===== config.mk =====
export PLATFORM = sky130hd
export DESIGN_NAME = scUart
export DESIGN_NICKNAME = d
export VERILOG_FILES = /design/src/rtl/scUartPkg.sv /design/src/rtl/scUartBaud.sv /design/src/rtl/scUartCtl.sv /design/src/rtl/scUartDp.sv /design/src/rtl/scUart.sv
export SDC_FILE = /design/constraint.sdc
export NUM_CORES = 1
export LEC_CHECK = 0
export BUFFER_PORTS_ARGS = -buffer_cell sky130_fd_sc_hd__buf_2
export CAP_MARGIN = 20
export CELL_PAD_IN_SITES_DETAIL_PLACEMENT = 2
export CELL_PAD_IN_SITES_GLOBAL_PLACEMENT = 2
export CORE_MARGIN = 5
export CORE_UTILIZATION = 41
export DETAILED_ROUTE_END_ITERATION = 16
export GPL_TIMING_DRIVEN = 0
export HOLD_SLACK_MARGIN = 0.08
export PLACE_DENSITY_LB_ADDON = 0.1
export SLEW_MARGIN = 20
export SYNTH_ARGS = -nofsm -noshare
export SYNTH_HDL_FRONTEND = slang
export SYNTH_HIERARCHICAL = 1
export SYNTH_SLANG_ARGS = --single-unit

===== constraint.sdc =====
create_clock -name clk -period 9.1 [get_ports clk]
set_input_delay 1.365 -clock clk [delete_from_list [all_inputs] [get_ports clk]]
set_output_delay 1.365 -clock clk [all_outputs]
set_load 0.01 [all_outputs]

===== src/rtl/scUartPkg.sv =====
package scUartPkg;
  // Strobes and levels that the sequencer hands to the datapath each cycle.
  typedef struct packed {
    logic txLoad;          // move holding buffer into shift register
    logic txShift;         // advance to next bit slot
    logic txStopSample;    // middle of own stop slot
    logic txDone;          // last sub-tick of own stop slot
    logic txActive;        // a frame is on the wire
    logic rxShiftIn;       // middle of a data slot
    logic rxParitySample;  // middle of the parity slot
    logic rxFinish;        // end of the stop slot
    logic rxDrive;         // pull the wire low (error signal)
  } ctlStrobe_t;
endpackage


===== src/rtl/scUartBaud.sv =====
module scUartBaud #(
  parameter int DIV_W = 8
) (
  input  logic             clk,
  input  logic             rstN,
  input  logic [DIV_W-1:0] baudDiv,
  output logic             tick
);
  logic [DIV_W-1:0] cnt;

  assign tick = (cnt >= baudDiv);

  always_ff @(posedge clk or negedge rstN) begin
    if (!rstN)     cnt <= '0;
    else if (tick) cnt <= '0;
    else           cnt <= cnt + 1'b1;
  end

  AST_TICK_SPACING: assert property (@(posedge clk) disable iff (!rstN)
    (tick && baudDiv != '0) |=> (!tick || baudDiv != $past(baudDiv)));
endmodule


===== src/rtl/scUartCtl.sv =====
module scUartCtl
  import scUartPkg::*;
#(
  parameter int DATA_W     = 8,
  parameter int OVERSAMPLE = 16
) (
  input  logic       clk,
  input  logic       rstN,
  input  logic       tick,
  input  logic       txEnable,
  input  logic       rxEnable,
  input  logic       txPending,
  input  logic       lineLevel,
  input  logic       lineFall,
  input  logic       parityBadNow,
  output ctlStrobe_t strb
);
  localparam int FRAME_BITS = DATA_W + 3;
  localparam int SUB_W      = $clog2(OVERSAMPLE);
  localparam int BIT_W      = $clog2(FRAME_BITS);
  localparam logic [SUB_W-1:0] SUB_LAST  = SUB_W'(OVERSAMPLE - 1);
  localparam logic [SUB_W-1:0] SUB_MID   = SUB_W'(OVERSAMPLE / 2 - 1);
  localparam logic [BIT_W-1:0] STOP_IDX  = BIT_W'(FRAME_BITS - 1);
  localparam logic [BIT_W-1:0] PAR_IDX   = BIT_W'(FRAME_BITS - 2);
  localparam logic [BIT_W-1:0] DATA_FIRST = BIT_W'(1);
  localparam logic [BIT_W-1:0] DATA_LAST  = BIT_W'(DATA_W);

  // ---------------- transmit sequencing ----------------
  logic             txActive;
  logic [SUB_W-1:0] txSub;
  logic [BIT_W-1:0] txBit;
  logic             txLast;
  logic             txLoad;

  assign txLast = txActive && (txSub == SUB_LAST) && (txBit == STOP_IDX);
  assign txLoad = tick && txEnable && txPending && (!txActive || txLast);

  always_ff @(posedge clk or negedge rstN) begin
    if (!rstN) begin
      txActive <= 1'b0;
      txSub    <= '0;
      txBit    <= '0;
    end else if (txLoad) begin
      txActive <= 1'b1;
      txSub    <= '0;
      txBit    <= '0;
    end else if (tick && txActive) begin
      if (txLast) txActive <= 1'b0;
      if (txSub == SUB_LAST) begin
        txSub <= '0;
        txBit <= txBit + 1'b1;
      end else begin
        txSub <= txSub + 1'b1;
      end
    end
  end

  // ---------------- receive sequencing ----------------
  logic             rxActive;
  logic             rxErrPend;
  logic             rxDrive;
  logic [SUB_W-1:0] rxSub;
  logic [BIT_W-1:0] rxBit;
  logic             rxMid;

  assign rxMid = tick && rxActive && (rxSub == SUB_MID);

  always_ff @(posedge clk or negedge rstN) begin
    if (!rstN) begin
      rxActive  <= 1'b0;
      rxErrPend <= 1'b0;
      rxDrive   <= 1'b0;
      rxSub     <= '0;
      rxBit     <= '0;
    end else if (!rxEnable) begin
      rxActive  <= 1'b0;
      rxErrPend <= 1'b0;
      rxDrive   <= 1'b0;
    end else if (!rxActive) begin
      if (lineFall) begin
        rxActive  <= 1'b1;
        rxErrPend <= 1'b0;
        rxSub     <= '0;
        rxBit     <= '0;
      end
    end else if (tick) begin
      if (rxSub == SUB_MID && rxBit == '0 && lineLevel) rxActive <= 1'b0;
      if (rxSub == SUB_MID && rxBit == PAR_IDX) rxErrPend <= parityBadNow;
      if (rxSub == SUB_LAST) begin
        rxSub <= '0;
        if (rxBit == STOP_IDX) begin
          rxActive <= 1'b0;
          rxDrive  <= 1'b0;
        end else begin
          rxBit <= rxBit + 1'b1;
          if (rxBit == PAR_IDX) rxDrive <= rxErrPend;
        end
      end else begin
        rxSub <= rxSub + 1'b1;
      end
    end
  end

  always_comb begin
    strb.txLoad         = txLoad;
    strb.txShift        = tick && txActive && (txSub == SUB_LAST) && (txBit != STOP_IDX);
    strb.txStopSample   = tick && txActive && (txBit == STOP_IDX) && (txSub == SUB_MID);
    strb.txDone         = tick && txLast;
    strb.txActive       = txActive;
    strb.rxShiftIn      = rxMid && (rxBit >= DATA_FIRST) && (rxBit <= DATA_LAST);
    strb.rxParitySample = rxMid && (rxBit == PAR_IDX);
    strb.rxFinish       = tick && rxActive && (rxSub == SUB_LAST) && (rxBit == STOP_IDX);
    strb.rxDrive        = rxDrive;
  end

  AST_TX_NEEDS_ENABLE: assert property (@(posedge clk) disable iff (!rstN)
    $rose(txActive) |-> $past(txEnable));
  AST_RX_OFF_NO_DRIVE: assert property (@(posedge clk) disable iff (!rstN)
    !rxEnable |=> !rxDrive);
endmodule


===== src/rtl/scUartDp.sv =====
module scUartDp
  import scUartPkg::*;
#(
  parameter int DATA_W = 8
) (
  input  logic              clk,
  input  logic              rstN,
  input  ctlStrobe_t        strb,
  input  logic              lineIn,
  input  logic              txWrite,
  input  logic [DATA_W-1:0] txData,
  input  logic              txIrqSel,
  input  logic              rxRead,
  input  logic              rxIrqClr,
  input  logic              txIrqClr,
  input  logic              errClr,
  output logic              txPending,
  output logic              lineLevel,
  output logic              lineFall,
  output logic              parityBadNow,
  output logic              lineOutLow,
  output logic              txBufEmpty,
  output logic [DATA_W-1:0] rxData,
  output logic              rxComplete,
  output logic              parityErr,
  output logic              txErr,
  output logic              txIrq,
  output logic              rxIrq
);
  localparam int FRAME_BITS = DATA_W + 3;

  // line synchronizer and edge detect
  logic [1:0] syncQ;
  logic       linePrev;

  always_ff @(posedge clk or negedge rstN) begin
    if (!rstN) begin
      syncQ    <= '1;
      linePrev <= 1'b1;
    end else begin
      syncQ    <= {syncQ[0], lineIn};
      linePrev <= syncQ[1];
    end
  end

  assign lineLevel = syncQ[1];
  assign lineFall  = linePrev && !syncQ[1];

  // transmit holding buffer and shift register
  logic [DATA_W-1:0]     txBuf;
  logic [FRAME_BITS-1:0] txSh;

  always_ff @(posedge clk or negedge rstN) begin
    if (!rstN) begin
      txBuf      <= '0;
      txBufEmpty <= 1'b1;
      txSh       <= '1;
    end else begin
      if (txWrite) begin
        txBuf      <= txData;
        txBufEmpty <= 1'b0;
      end else if (strb.txLoad) begin
        txBufEmpty <= 1'b1;
      end
      if (strb.txLoad)       txSh <= {1'b1, ^txBuf, txBuf, 1'b0};
      else if (strb.txShift) txSh <= {1'b1, txSh[FRAME_BITS-1:1]};
    end
  end

  assign txPending  = !txBufEmpty;
  assign lineOutLow = (strb.txActive && !txSh[0]) || strb.rxDrive;

  // receive shift register and buffer
  logic [DATA_W-1:0] rxSh;

  assign parityBadNow = (^rxSh) ^ lineLevel;

  always_ff @(posedge clk or negedge rstN) begin
    if (!rstN) begin
      rxSh       <= '0;
      rxData     <= '0;
      rxComplete <= 1'b0;
      rxIrq      <= 1'b0;
    end else begin
      if (strb.rxShiftIn) rxSh <= {lineLevel, rxSh[DATA_W-1:1]};
      if (strb.rxFinish) begin
        rxData     <= rxSh;
        rxComplete <= 1'b1;
        rxIrq      <= 1'b1;
      end else begin
        if (rxRead)   rxComplete <= 1'b0;
        if (rxIrqClr) rxIrq      <= 1'b0;
      end
    end
  end

  // flags and transmit interrupt
  always_ff @(posedge clk or negedge rstN) begin
    if (!rstN) begin
      parityErr <= 1'b0;
      txErr     <= 1'b0;
      txIrq     <= 1'b0;
    end else begin
      if (strb.rxParitySample && parityBadNow) parityErr <= 1'b1;
      else if (errClr)                         parityErr <= 1'b0;
      if (strb.txStopSample && !lineLevel)     txErr <= 1'b1;
      else if (errClr)                         txErr <= 1'b0;
      if ((!txIrqSel && strb.txLoad) || (txIrqSel && strb.txDone)) txIrq <= 1'b1;
      else if (txIrqClr)                                          txIrq <= 1'b0;
    end
  end

  AST_LOAD_EMPTIES_BUF: assert property (@(posedge clk) disable iff (!rstN)
    (strb.txLoad && !txWrite) |=> txBufEmpty);
  AST_LOAD_HAS_DATA: assert property (@(posedge clk) disable iff (!rstN)
    strb.txLoad |-> !txBufEmpty);
  AST_DRIVE_AFTER_ERR: assert property (@(posedge clk) disable iff (!rstN)
    $rose(strb.rxDrive) |-> parityErr);
  AST_TX_ERR_SOURCE: assert property (@(posedge clk) disable iff (!rstN)
    $rose(txErr) |-> $past(strb.txStopSample));
endmodule


===== src/rtl/scUart.sv =====
module scUart
  import scUartPkg::*;
#(
  parameter int DATA_W     = 8,
  parameter int DIV_W      = 8,
  parameter int OVERSAMPLE = 16
) (
  input  logic              clk,
  input  logic              rstN,
  input  logic [DIV_W-1:0]  baudDiv,
  input  logic              txEnable,
  input  logic              rxEnable,
  input  logic              txIrqSel,
  input  logic              txWrite,
  input  logic [DATA_W-1:0] txData,
  input  logic              rxRead,
  input  logic              rxIrqClr,
  input  logic              txIrqClr,
  input  logic              errClr,
  input  logic              lineIn,
  output logic              lineOutLow,
  output logic [DATA_W-1:0] rxData,
  output logic              txBufEmpty,
  output logic              txRegEmpty,
  output logic              rxComplete,
  output logic              parityErr,
  output logic              txErr,
  output logic              txIrq,
  output logic              rxIrq
);
  logic       tick;
  logic       txPending;
  logic       lineLevel;
  logic       lineFall;
  logic       parityBadNow;
  ctlStrobe_t strb;

  scUartBaud #(.DIV_W(DIV_W)) baud_i (
    .clk(clk), .rstN(rstN), .baudDiv(baudDiv), .tick(tick)
  );

  scUartCtl #(.DATA_W(DATA_W), .OVERSAMPLE(OVERSAMPLE)) ctl_i (
    .clk(clk), .rstN(rstN), .tick(tick),
    .txEnable(txEnable), .rxEnable(rxEnable),
    .txPending(txPending), .lineLevel(lineLevel), .lineFall(lineFall),
    .parityBadNow(parityBadNow), .strb(strb)
  );

  scUartDp #(.DATA_W(DATA_W)) dp_i (
    .clk(clk), .rstN(rstN), .strb(strb), .lineIn(lineIn),
    .txWrite(txWrite), .txData(txData), .txIrqSel(txIrqSel),
    .rxRead(rxRead), .rxIrqClr(rxIrqClr), .txIrqClr(txIrqClr), .errClr(errClr),
    .txPending(txPending), .lineLevel(lineLevel), .lineFall(lineFall),
    .parityBadNow(parityBadNow), .lineOutLow(lineOutLow),
    .txBufEmpty(txBufEmpty), .rxData(rxData), .rxComplete(rxComplete),
    .parityErr(parityErr), .txErr(txErr), .txIrq(txIrq), .rxIrq(rxIrq)
  );

  assign txRegEmpty = !strb.txActive;

  AST_REG_EMPTY_QUIET: assert property (@(posedge clk) disable iff (!rstN)
    (txRegEmpty && !rxEnable) |-> !lineOutLow);
endmodule


# ---- Word-level counts from Yosys, hierarchy flattened
# Index checks and enable logic that the tools add are counted.
dict set report word_totals {
  register_bits 72
  word_cells 152
  latchBits 0
  ram_bits 0
  input_bits 27
  out_inout_bits 16
  rom_bits 0
  n_memories 0
}
dict set report classes {
  n_lt_le_gt_ge 3
  n_eq_ne 18
  mux 49
  addsub 5
  n_mul 0
  div 0
  reduce_logical 55
  shifts 0
  bitwise 1
}
# op count
set op_table {}
lappend op_table {{4-bit 2-to-1 mux} 14}
lappend op_table {{1-bit 2-to-1 mux} 32}
lappend op_table {{1-bit logical AND} 27}
lappend op_table {{11-bit 2-to-1 mux} 2}
lappend op_table {{2-bit nonzero test} 11}
lappend op_table {{4-bit equality test, second input constant} 5}
lappend op_table {{4-bit by 1-bit adder with 4-bit output, second input constant} 4}
lappend op_table {{8-bit parity} 2}
lappend op_table {{8-bit by 1-bit adder with 8-bit output, second input constant} 1}
lappend op_table {{4-bit by 3-bit equality test with 1-bit output, second input constant} 2}
lappend op_table {{8-bit greater-or-equal comparator} 1}
lappend op_table {{8-bit 2-to-1 mux} 1}
lappend op_table {{2-bit by 1-bit inequality test with 1-bit output, second input constant} 4}
lappend op_table {{3-bit by 1-bit inequality test with 1-bit output, second input constant} 2}
lappend op_table {{3-bit AND reduction} 2}
lappend op_table {{1-bit zero test} 5}
lappend op_table {{5-bit AND reduction} 1}
lappend op_table {{4-bit by 1-bit greater-or-equal comparator with 1-bit output, second input constant} 1}
lappend op_table {{4-bit less-or-equal comparator, second input constant} 1}
lappend op_table {{4-bit zero test} 1}
lappend op_table {{2-bit inequality test, second input constant} 2}
lappend op_table {{4-bit inequality test, second input constant} 1}
lappend op_table {{2-bit AND reduction} 2}
lappend op_table {{4-bit AND reduction} 1}
lappend op_table {{other kinds (4)} 6}

# ---- Logic depth before layout (Yosys ltp)
# Gate-level depths: netlist of the first run.
dict set report depth {
  word_depth 9
  mapped_depth 12
  depth_no_buf 10
}

# ---- By module
# The synthesis of the first run kept the hierarchy.
# mod instances area_each_um2 cells_each
set by_module_without_submodules {}
lappend by_module_without_submodules {scUartDp 1 1800.5 132}
lappend by_module_without_submodules {scUartCtl 1 1219.9 140}
lappend by_module_without_submodules {scUartBaud 1 555.5 54}
lappend by_module_without_submodules {scUart 1 3.8 1}

# ---- Worst setup path after synthesis of the first run
# No wires, ideal clock.
dict set report synth_path {
  path_kind {input-to-reg}
  start {input baudDiv[7]}
  end {register dp_i.rxData[0]}
  arrival_time_ns 3.730
  stages 11
  n_path_buf 2
  setup_time_ns 0.125
  setup_slack_ns 5.245
  required_time_ns 8.975
  path_cell_list {inv_1 > ha_1 > and3_1 > o211ai_1 > o21ai_2 > buf_2 > nand4_1 > or2_2 > nor2_1 > clkbuf_1 > mux2_2}
}
# item line_no
set synth_rtl {}
lappend synth_rtl {{start, declared} scUart.sv:10} ;# input logic [DIV_W-1:0] baudDiv,
lappend synth_rtl {{end signal, assigned} scUartDp.sv:87} ;# rxData <= rxSh;
lappend synth_rtl {{end, declared} scUartDp.sv:23} ;# output logic [DATA_W-1:0] rxData,

==> results.rst, run 1 <==
.. list-table::
   :header-rows: 1

   * - Metric
     - Value
   * - Outcome
     - finished clean
   * - Floorplan row count
     - 34
   * - Multiplexer area fraction after synthesis
     - 0.109
   * - Total gr overflow
     - 0
   * - Height of the die
     - 103 um
   * - Initial Util
     - 0.415
   * - Final critical-path required period
     - 4.18 ns
   * - Drt drc
     - 0
   * - Post-Syn Area
     - approximately 0.0036 mm2
   * - Total core area
     - 0.00864 mm2
   * - Worst path arrival time
     - 4.42 ns
   * - Final WL
     - approximately 8.6 mm
   * - H-Tree Depth
     - 3
   * - Post-route cell area
     - 0.00414 mm2
   * - Clock latency reported for the late side of the worst-skew pair
     - 0.35 ns
   * - Number of library cell types mapped by synthesis
     - 45
   * - Clock tree buffer depth
     - 2
   * - Rel. slew slack
     - 0.583
   * - Async set or reset register ratio after synthesis
     - 1.00
   * - Leading cell types by total area after synthesis
     - sky130_fd_sc_hd__dfrtp_1 40%, sky130_fd_sc_hd__dfstp_2 10%, sky130_fd_sc_hd__mux2_2 7.5%
   * - PD cells
     - 197 mW/mm2
   * - 1st-pass router iterations
     - 4
   * - Fraction of final layout cells with drive strength greater than 1
     - 0.281
   * - Clock power share
     - 0.313
   * - Leakage power
     - between 1.5 and 2 nW
   * - NetSw
     - 0.000258 W
   * - Post-synthesis compound-gate area fraction
     - 0.107
   * - Adder and majority gate portion of the synthesized area
     - 0.0594
   * - Final setup violation count
     - 0
   * - Biggest area consumer among synthesized cells
     - sky130_fd_sc_hd__dfrtp_1
   * - Post-CTS Resized
     - 0
   * - Total CTS buffers
     - 9
   * - Count of buffers from port buffering
     - 41
   * - Growth of design area from synthesis to finish
     - 15.7%
   * - Final Non-Filler Cells
     - 493
   * - I/O Pins
     - 43
   * - Part of the Yosys area used for sequential elements
     - 0.501
   * - # placed instances
     - 477
   * - Synth Register Bits
     - 71
   * - Part of the power in combinational logic
     - 0.202
   * - Number of antenna violations at the first check in global routing
     - 0
   * - Number of global-route vias before repair
     - 3,018
   * - Worst vdd rail ir drop
     - around 0.082 mV
   * - Final-stage net count
     - ~420
   * - Final-layout fill cell count
     - 916
   * - Buffer cell driving the clock tree root
     - sky130_fd_sc_hd__clkbuf_8
   * - Antenna violation net count after detailed routing
     - 0
   * - Horizontal extent of the die
     - ~100 um
   * - Post-synthesis area per instance
     - 10.9 um2
   * - Combinational family with the most area after synthesis
     - simple AND/OR/NAND/NOR gates
   * - Number of instances in the synthesized netlist
     - approximately 330
   * - Fraction of power spent switching nets
     - 0.317
   * - Vias after detailed routing
     - 2,633
   * - Total area of multi-input combinational cells
     - between 0.0015 and 0.002 mm2
   * - Most frequent standard cell in the layout excluding fill and tap cells
     - sky130_fd_sc_hd__dfrtp_1
   * - Critical Setup Path Class
     - primary input to flip-flop
   * - Sequential cell area
     - 0.00179 mm2
   * - CTS tree
     - yes
   * - Ratio of final minimum period to clock period
     - 0.460
   * - Placer's final routability congestion estimate
     - 0.771
   * - Cts-stage hold buffer count
     - 0
   * - Primary flip-flop cell chosen by synthesis mapping
     - sky130_fd_sc_hd__dfrtp_1
   * - DR WL/cell
     - 17.5 um
   * - Kind of launch point of the worst setup path
     - primary input
   * - Initial detailed-routing violation count
     - 32
   * - Hold Fails Final Rpt
     - 0
   * - Maximum clock rate
     - 239 MHz
   * - Worst EP required
     - about 9.3 ns
   * - Count of final max-slew check failures
     - 0
   * - Worst Path Max Fanout
     - 10
   * - Share of the synthesized area in the top cell type
     - 0.398
   * - Global-route total usage across every layer
     - 0.179
   * - Floorplan die area
     - 0.0107 mm2
   * - Setup_tns
     - 0 ns
   * - Detailed-route vias per instance
     - 5.34
   * - Count of flip-flops with a built-in enable after synthesis
     - 0
   * - Placed cell areas
     - 0.00394 mm2
   * - Antenna cell count
     - 0
   * - Post-CTS Setup Bufs
     - 0
   * - Worst Max-Slew Pin Slew
     - 0.626 ns
   * - First-pass GRT wire length
     - 14.8 mm
   * - DP Wirelength
     - 6.39 mm
   * - Net Count, Synth
     - 371
   * - # clock sinks
     - 71
   * - Clock skew
     - 0.0116 ns
   * - Most frequent cells in the layout
     - 57 x sky130_fd_sc_hd__dfrtp_1, 42 x sky130_fd_sc_hd__buf_2, 28 x sky130_fd_sc_hd__inv_1, 24 x sky130_fd_sc_hd__mux2_2, 23 x sky130_fd_sc_hd__nand2_1
   * - Syn. warnings
     - 6
   * - Setup repair after global routing missed its margin
     - false
   * - Worst-path clk slew
     - around 0.080 ns
   * - P_int
     - 0.000557 W
   * - Class of the worst hold path
     - flip-flop to flip-flop
   * - Post-Synth XOR/XNOR Area
     - 0.0573
   * - Fraction of the mapped netlist area in simple logic gates
     - 0.121
   * - Max-capacitance violation count
     - 0
   * - Largest net degree at the start of global routing
     - 39
   * - Seq pwr share
     - 0.484
   * - Critical Path End Type
     - flip-flop
==> cell type report <==
cell class	count	area share
flip-flops and latches	71	0.433
multi-input cells	217	0.393
repair buffers	42	0.0550
well taps	108	0.0326
clock buffers	9	0.0299
inverters	28	0.0254
clock inverters	7	0.0178
plain buffers	11	0.0133
==> sequential cells by signal, summed over array words and instances, names as in the netlist, 2 cells and up <==
name	flops
dp_i/syncQ	2
ctl_i/rxBit	4
ctl_i/rxSub	4
dp_i/txBuf	8
dp_i/rxSh	8
dp_i/txSh	10
ctl_i/txSub	4
dp_i/rxData	8
ctl_i/txBit	4
baud_i/cnt	8
==> per-stage QoR <==
stage / setup slack, ns / power (W) / hold WS, ns / util
after floorplan: 5.25 / 0.000511 / 0.345 / -
after global placement: 4.65 / 0.000552 / 0.346 / 0.454
after detailed placement: 4.46 / 0.000569 / 0.349 / 0.457
after CTS: 4.87 / 0.000829 / 0.360 / 0.479
after global routing: 4.72 / 0.000873 / 0.367 / 0.479
final: 4.92 / 0.000815 / 0.359 / 0.479
==> worst max-delay path, cell delays in order <==
cell and delay (ns):
sky130_fd_sc_hd__buf_2 0.08, sky130_fd_sc_hd__inv_1 0.04, sky130_fd_sc_hd__ha_1 0.32, sky130_fd_sc_hd__and3_1 0.23, sky130_fd_sc_hd__o211ai_1 0.12, sky130_fd_sc_hd__o21ai_2 0.40, sky130_fd_sc_hd__buf_2 0.32, sky130_fd_sc_hd__nand4_1 0.20
sky130_fd_sc_hd__or2_2 0.34, sky130_fd_sc_hd__nor2_1 0.13, sky130_fd_sc_hd__clkbuf_1 0.46, sky130_fd_sc_hd__mux2_2 0.41
==> layer usage <==
| metal | GRT usage | share of wire | wire (um) |
|---|---|---|---|
| met4 | 0.0627 | 0.013 | 115 |
| met1 | 0.234 | 0.45 | 3860 |
| met3 | 0.0355 | 0.028 | 239 |
| met5 | 0 | 0 | 0 |
| met2 | 0.296 | 0.51 | 4390 |
==> cell usage after synthesis (all sizes together) (2+ instances only) <==
| library cell | count |
|---|---|
| inv | 28 |
| nand2b | 4 |
| xnor2 | 16 |
| or3 | 2 |
| nor2 | 21 |
| o31ai | 3 |
| dfstp | 14 |
| xor2 | 4 |
| mux2i | 12 |
| mux2 | 24 |
| a21o | 6 |
| nor3 | 4 |
| o211ai | 2 |
| a21oi | 9 |
| and3b | 3 |
| o21ai | 23 |
| ha | 17 |
| a22o | 3 |
| dfrtp | 57 |
| and3 | 6 |
| buf | 5 |
| nand2 | 23 |
| nand3 | 14 |
| clkbuf | 6 |
| nand3b | 2 |
| nand4 | 4 |
==> logic make-up (layout without fill, tap and decap cells) <==
kind of cell,Yosys count,after routing
XOR/XNOR,21,21
AND/OR/NAND/NOR,87,87
multiplexers,36,36
flip-flops,71,71
adder cells (fa/ha/maj),17,17
AO/OA/AOI/OAI,56,56
buffers and inverters,39,97
==> power groups by stage <==
stage | clock network (W) | registers [W] | logic, W
6_report | 0.000255 | 0.000395 | 0.000165
5_1_grt | 0.000281 | 0.000401 | 0.000191
4_1_cts | 0.000264 | 0.000395 | 0.000170
3_5_place_dp | 0 | 0.000401 | 0.000168
3_3_place_gp | 0 | 0.000398 | 0.000154
2_1_floorplan | 0 | 0.000387 | 0.000123
==> final timing paths <==
kind / from / endpoint / slack (ns) / cells past startpoint
worst max-delay path: baudDiv[7] / dp_i/rxData[2] / 4.92 / 12
worst min-delay path: dp_i/syncQ[0] / dp_i/syncQ[1] / 0.36 / 0
worst max register to register: baud_i/cnt[7] / dp_i/rxData[2] / 5.63 / 10
worst min register to register: dp_i/syncQ[0] / dp_i/syncQ[1] / 0.36 / 0
max in group asynchronous: rstN / dp_i/syncQ[0] / 7.45 / 2
min in group asynchronous: rstN / baud_i/cnt[6] / 1.00 / 1
Power figures use the tool's default switching activity.
==> run 2: changes to the inputs <==
- CORE_UTILIZATION: 41 -> 34
- clock period: 9.1 -> 3.6 ns (I/O delays scaled with it)
==> results.rst, run 2 (synthesis results as in run 1) <==
.. list-table::
   :header-rows: 1

   * - Metric
     - Value
   * - Final setup violation count
     - 0 (unchanged)
   * - Minimum setup slack in the final design
     - 0.405 ns (was 4.92 ns)
   * - Most frequent standard cell in the layout excluding fill and tap cells
     - sky130_fd_sc_hd__dfrtp_1 (unchanged)
   * - Max-capacitance violation count
     - 0 (unchanged)
   * - Number of antenna violations at the first check in global routing
     - 0 (unchanged)
   * - H-Tree Depth
     - 3 (unchanged)
   * - Setup repair after global routing missed its margin
     - false (unchanged)
   * - Total power consumption of the routed design
     - 0.00201 W (was 0.000815 W)
   * - Critical Path, Cell by Cell
     - ha_1, and3_1, o211ai_1, o21ai_2, buf_2, nand4_1, nor2_1, o31ai_1, a21oi_1, clkbuf_1, mux2_2 (was buf_2, inv_1, ha_1, and3_1, o211ai_1, o21ai_2, buf_2, nand4_1, or2_2, nor2_1, clkbuf_1, mux2_2)
   * - Crit-path max cell delay
     - 0.41 ns (was 0.46 ns)
   * - 1st-pass router iterations
     - 4 (unchanged)
   * - # clock sinks
     - 71 (unchanged)
   * - Clock latency reported for the late side of the worst-skew pair
     - 0.36 ns (was 0.35 ns)
   * - DR WL/cell
     - 15.7 um (was 17.5 um)
   * - Total core area
     - 0.0103 mm2 (was 0.00864 mm2)
   * - Sum of buffers and inverters on the critical path
     - 2 (was 4)
   * - First-pass GRT wire length
     - 14.2 mm (was 14.8 mm)
   * - Max FFs per register
     - 10 (unchanged)
   * - Worst EP required
     - 3.85 ns (was 9.34 ns)
   * - Kind of launch point of the worst setup path
     - flip-flop (was primary input)
   * - Fraction of final layout cells with drive strength greater than 1
     - 0.286 (was 0.281)
   * - Worst path arrival time
     - 3.44 ns (was 4.42 ns)
   * - Detailed-route vias per instance
     - 4.94 (was 5.34)
   * - Final WL
     - 8.19 mm (was 8.61 mm)
   * - Global-route total usage across every layer
     - 0.140 (was 0.179)
   * - Register ranked first by flip-flop count
     - dp_i/txSh (unchanged)
   * - Hold Fails Final Rpt
     - 0 (unchanged)
   * - Horizontal extent of the die
     - 113 um (was 103 um)
   * - Largest net degree at the start of global routing
     - 51 (was 39)
   * - Leakage power
     - 1.97 nW (about the same)
   * - Floorplan row count
     - 37 (was 34)
   * - Growth of design area from synthesis to finish
     - 16.7% (was 15.7%)
   * - Vias after detailed routing
     - 2,572 (was 2,633)
   * - Clock tree buffer depth
     - 2 (unchanged)
   * - Maximum clock rate
     - about 310 MHz
   * - Final-stage net count
     - 424 (unchanged)
   * - Critical Path End Type
     - flip-flop (unchanged)
   * - Final critical-path required period
     - 3.19 ns
   * - Buffer cell driving the clock tree root
     - sky130_fd_sc_hd__clkbuf_8 (unchanged)
   * - Post-route worst hold slack
     - 0.0818 ns (was 0.359 ns)
   * - Floorplan die area
     - 0.0127 mm2 (was 0.0107 mm2)
   * - Placer's final routability congestion estimate
     - 0.733 (was 0.771)
   * - Initial detailed-routing violation count
     - 46 (was 32)
   * - Class of the worst hold path
     - primary input to asynchronous set/reset pin (was flip-flop to flip-flop)
   * - Worst Path Max Fanout
     - 10 (unchanged)
   * - Total CTS buffers
     - 9 (unchanged)
   * - Initial Util
     - 0.348 (was 0.415)
   * - Clock skew
     - 0.0114 ns (was 0.0116 ns)
   * - Drt drc
     - 0 (unchanged)
   * - Post-route cell area
     - 0.00418 mm2 (was 0.00414 mm2)
   * - I/O Pins
     - 43 (unchanged)
   * - Worst vdd rail ir drop
     - 0.171 mV (was 0.0819 mV)
   * - Family with the most delay on the worst path
     - compound AO/OA/AOI/OAI gates (was buffers and inverters)
   * - Ratio of final minimum period to clock period
     - 0.887
   * - Rel. slew slack
     - 0.629 (was 0.583)
   * - PD cells
     - 481 mW/mm2 (was 197 mW/mm2)
   * - Count of buffers from port buffering
     - 41 (unchanged)
   * - Antenna cell count
     - 0 (unchanged)
   * - Worst path slowest cell
     - sky130_fd_sc_hd__dfrtp_1 (was sky130_fd_sc_hd__clkbuf_1)
   * - Critical Setup Path Class
     - flip-flop to flip-flop (was primary input to flip-flop)
   * - Number of global-route vias before repair
     - 2,943 (was 3,018)
   * - Total gr overflow
     - 0 (unchanged)
   * - Placed cell areas
     - 0.00399 mm2 (was 0.00394 mm2)
   * - DP Worst Slack
     - -0.142 ns (was 4.46 ns)
   * - Most frequent cells in the layout
     - 57 x sky130_fd_sc_hd__dfrtp_1, 42 x sky130_fd_sc_hd__buf_2, 28 x sky130_fd_sc_hd__inv_1, 24 x sky130_fd_sc_hd__mux2_2, 23 x sky130_fd_sc_hd__nand2_1 (unchanged)
   * - DP Wirelength
     - 6.29 mm (was 6.39 mm)
   * - Height of the die
     - 113 um (was 103 um)
   * - Outcome
     - finished clean (unchanged)
   * - Post-CTS Setup Bufs
     - 0 (unchanged)
   * - Worst Max-Slew Pin Slew
     - 0.555 ns (was 0.626 ns)
   * - CTS tree
     - yes (unchanged)
   * - Count of final max-slew check failures
     - 0 (unchanged)
   * - Antenna violation net count after detailed routing
     - 0 (unchanged)
   * - Worst-path clk slew
     - 0.09 ns (was 0.08 ns)
-- run 2: area by class of cell --
| type | count | area (um2) |
|---|---|---|
| clock inverter | 7 | 62.6 |
| buffer | 11 | 56.3 |
| clock buffer | 9 | 124 |
| inverter | 28 | 105 |
| multi-input combinational | 217 | 1630 |
| tap | 136 | 170 |
| fill | 1151 | 6100 |
| timing repair buffer | 42 | 235 |
| sequential | 71 | 1790 |
-- run 2: timing repair --
action	in CTS	in global routing
hold buffers	0	0
gates resized for setup	0	3
endpoints found under the setup margin	0	18
-- run 2: worst paths after layout --
path,endpoint,start,slack (ns),depth (start not counted)
worst max-delay path,dp_i/rxSh[4],baud_i/cnt[7],0.41,11
worst min-delay path,ctl_i/rxSub[0],rstN,0.08,1
worst max register to register,dp_i/rxSh[4],baud_i/cnt[7],0.41,11
worst min register to register,dp_i/syncQ[1],dp_i/syncQ[0],0.36,0
max in group asynchronous,dp_i/txSh[3],rstN,2.89,2
min in group clk,dp_i/syncQ[0],lineIn,0.27,1
-- run 2: layer usage --
| metal | share of wire | vias to the layer above | GRT usage |
|---|---|---|---|
| met2 | 0.50 | 30 | 0.237 |
| met4 | 0.016 | 0 | 0.0481 |
| met5 | 0 | - | 0 |
| li1 | - | 1240 | - |
| met1 | 0.46 | 1292 | 0.174 |
| met3 | 0.030 | 10 | 0.0356 |
-- run 2: per-stage QoR --
step | utilization | cells | setup TNS, ns
finish | 0.406 | 521 | 0
global route | 0.406 | 521 | 0
CTS | 0.406 | 521 | 0
detailed placement | 0.388 | 505 | -1.28
global placement | 0.385 | 504 | -0.695
floorplan | - | 327 | 0
-- run 2: power by group --
part | switching, W | internal (W)
registers | 0.000104 | 0.000892
clock network | 0.000346 | 0.000264
logic | 0.000211 | 0.000193
total | 0.000661 | 0.00135
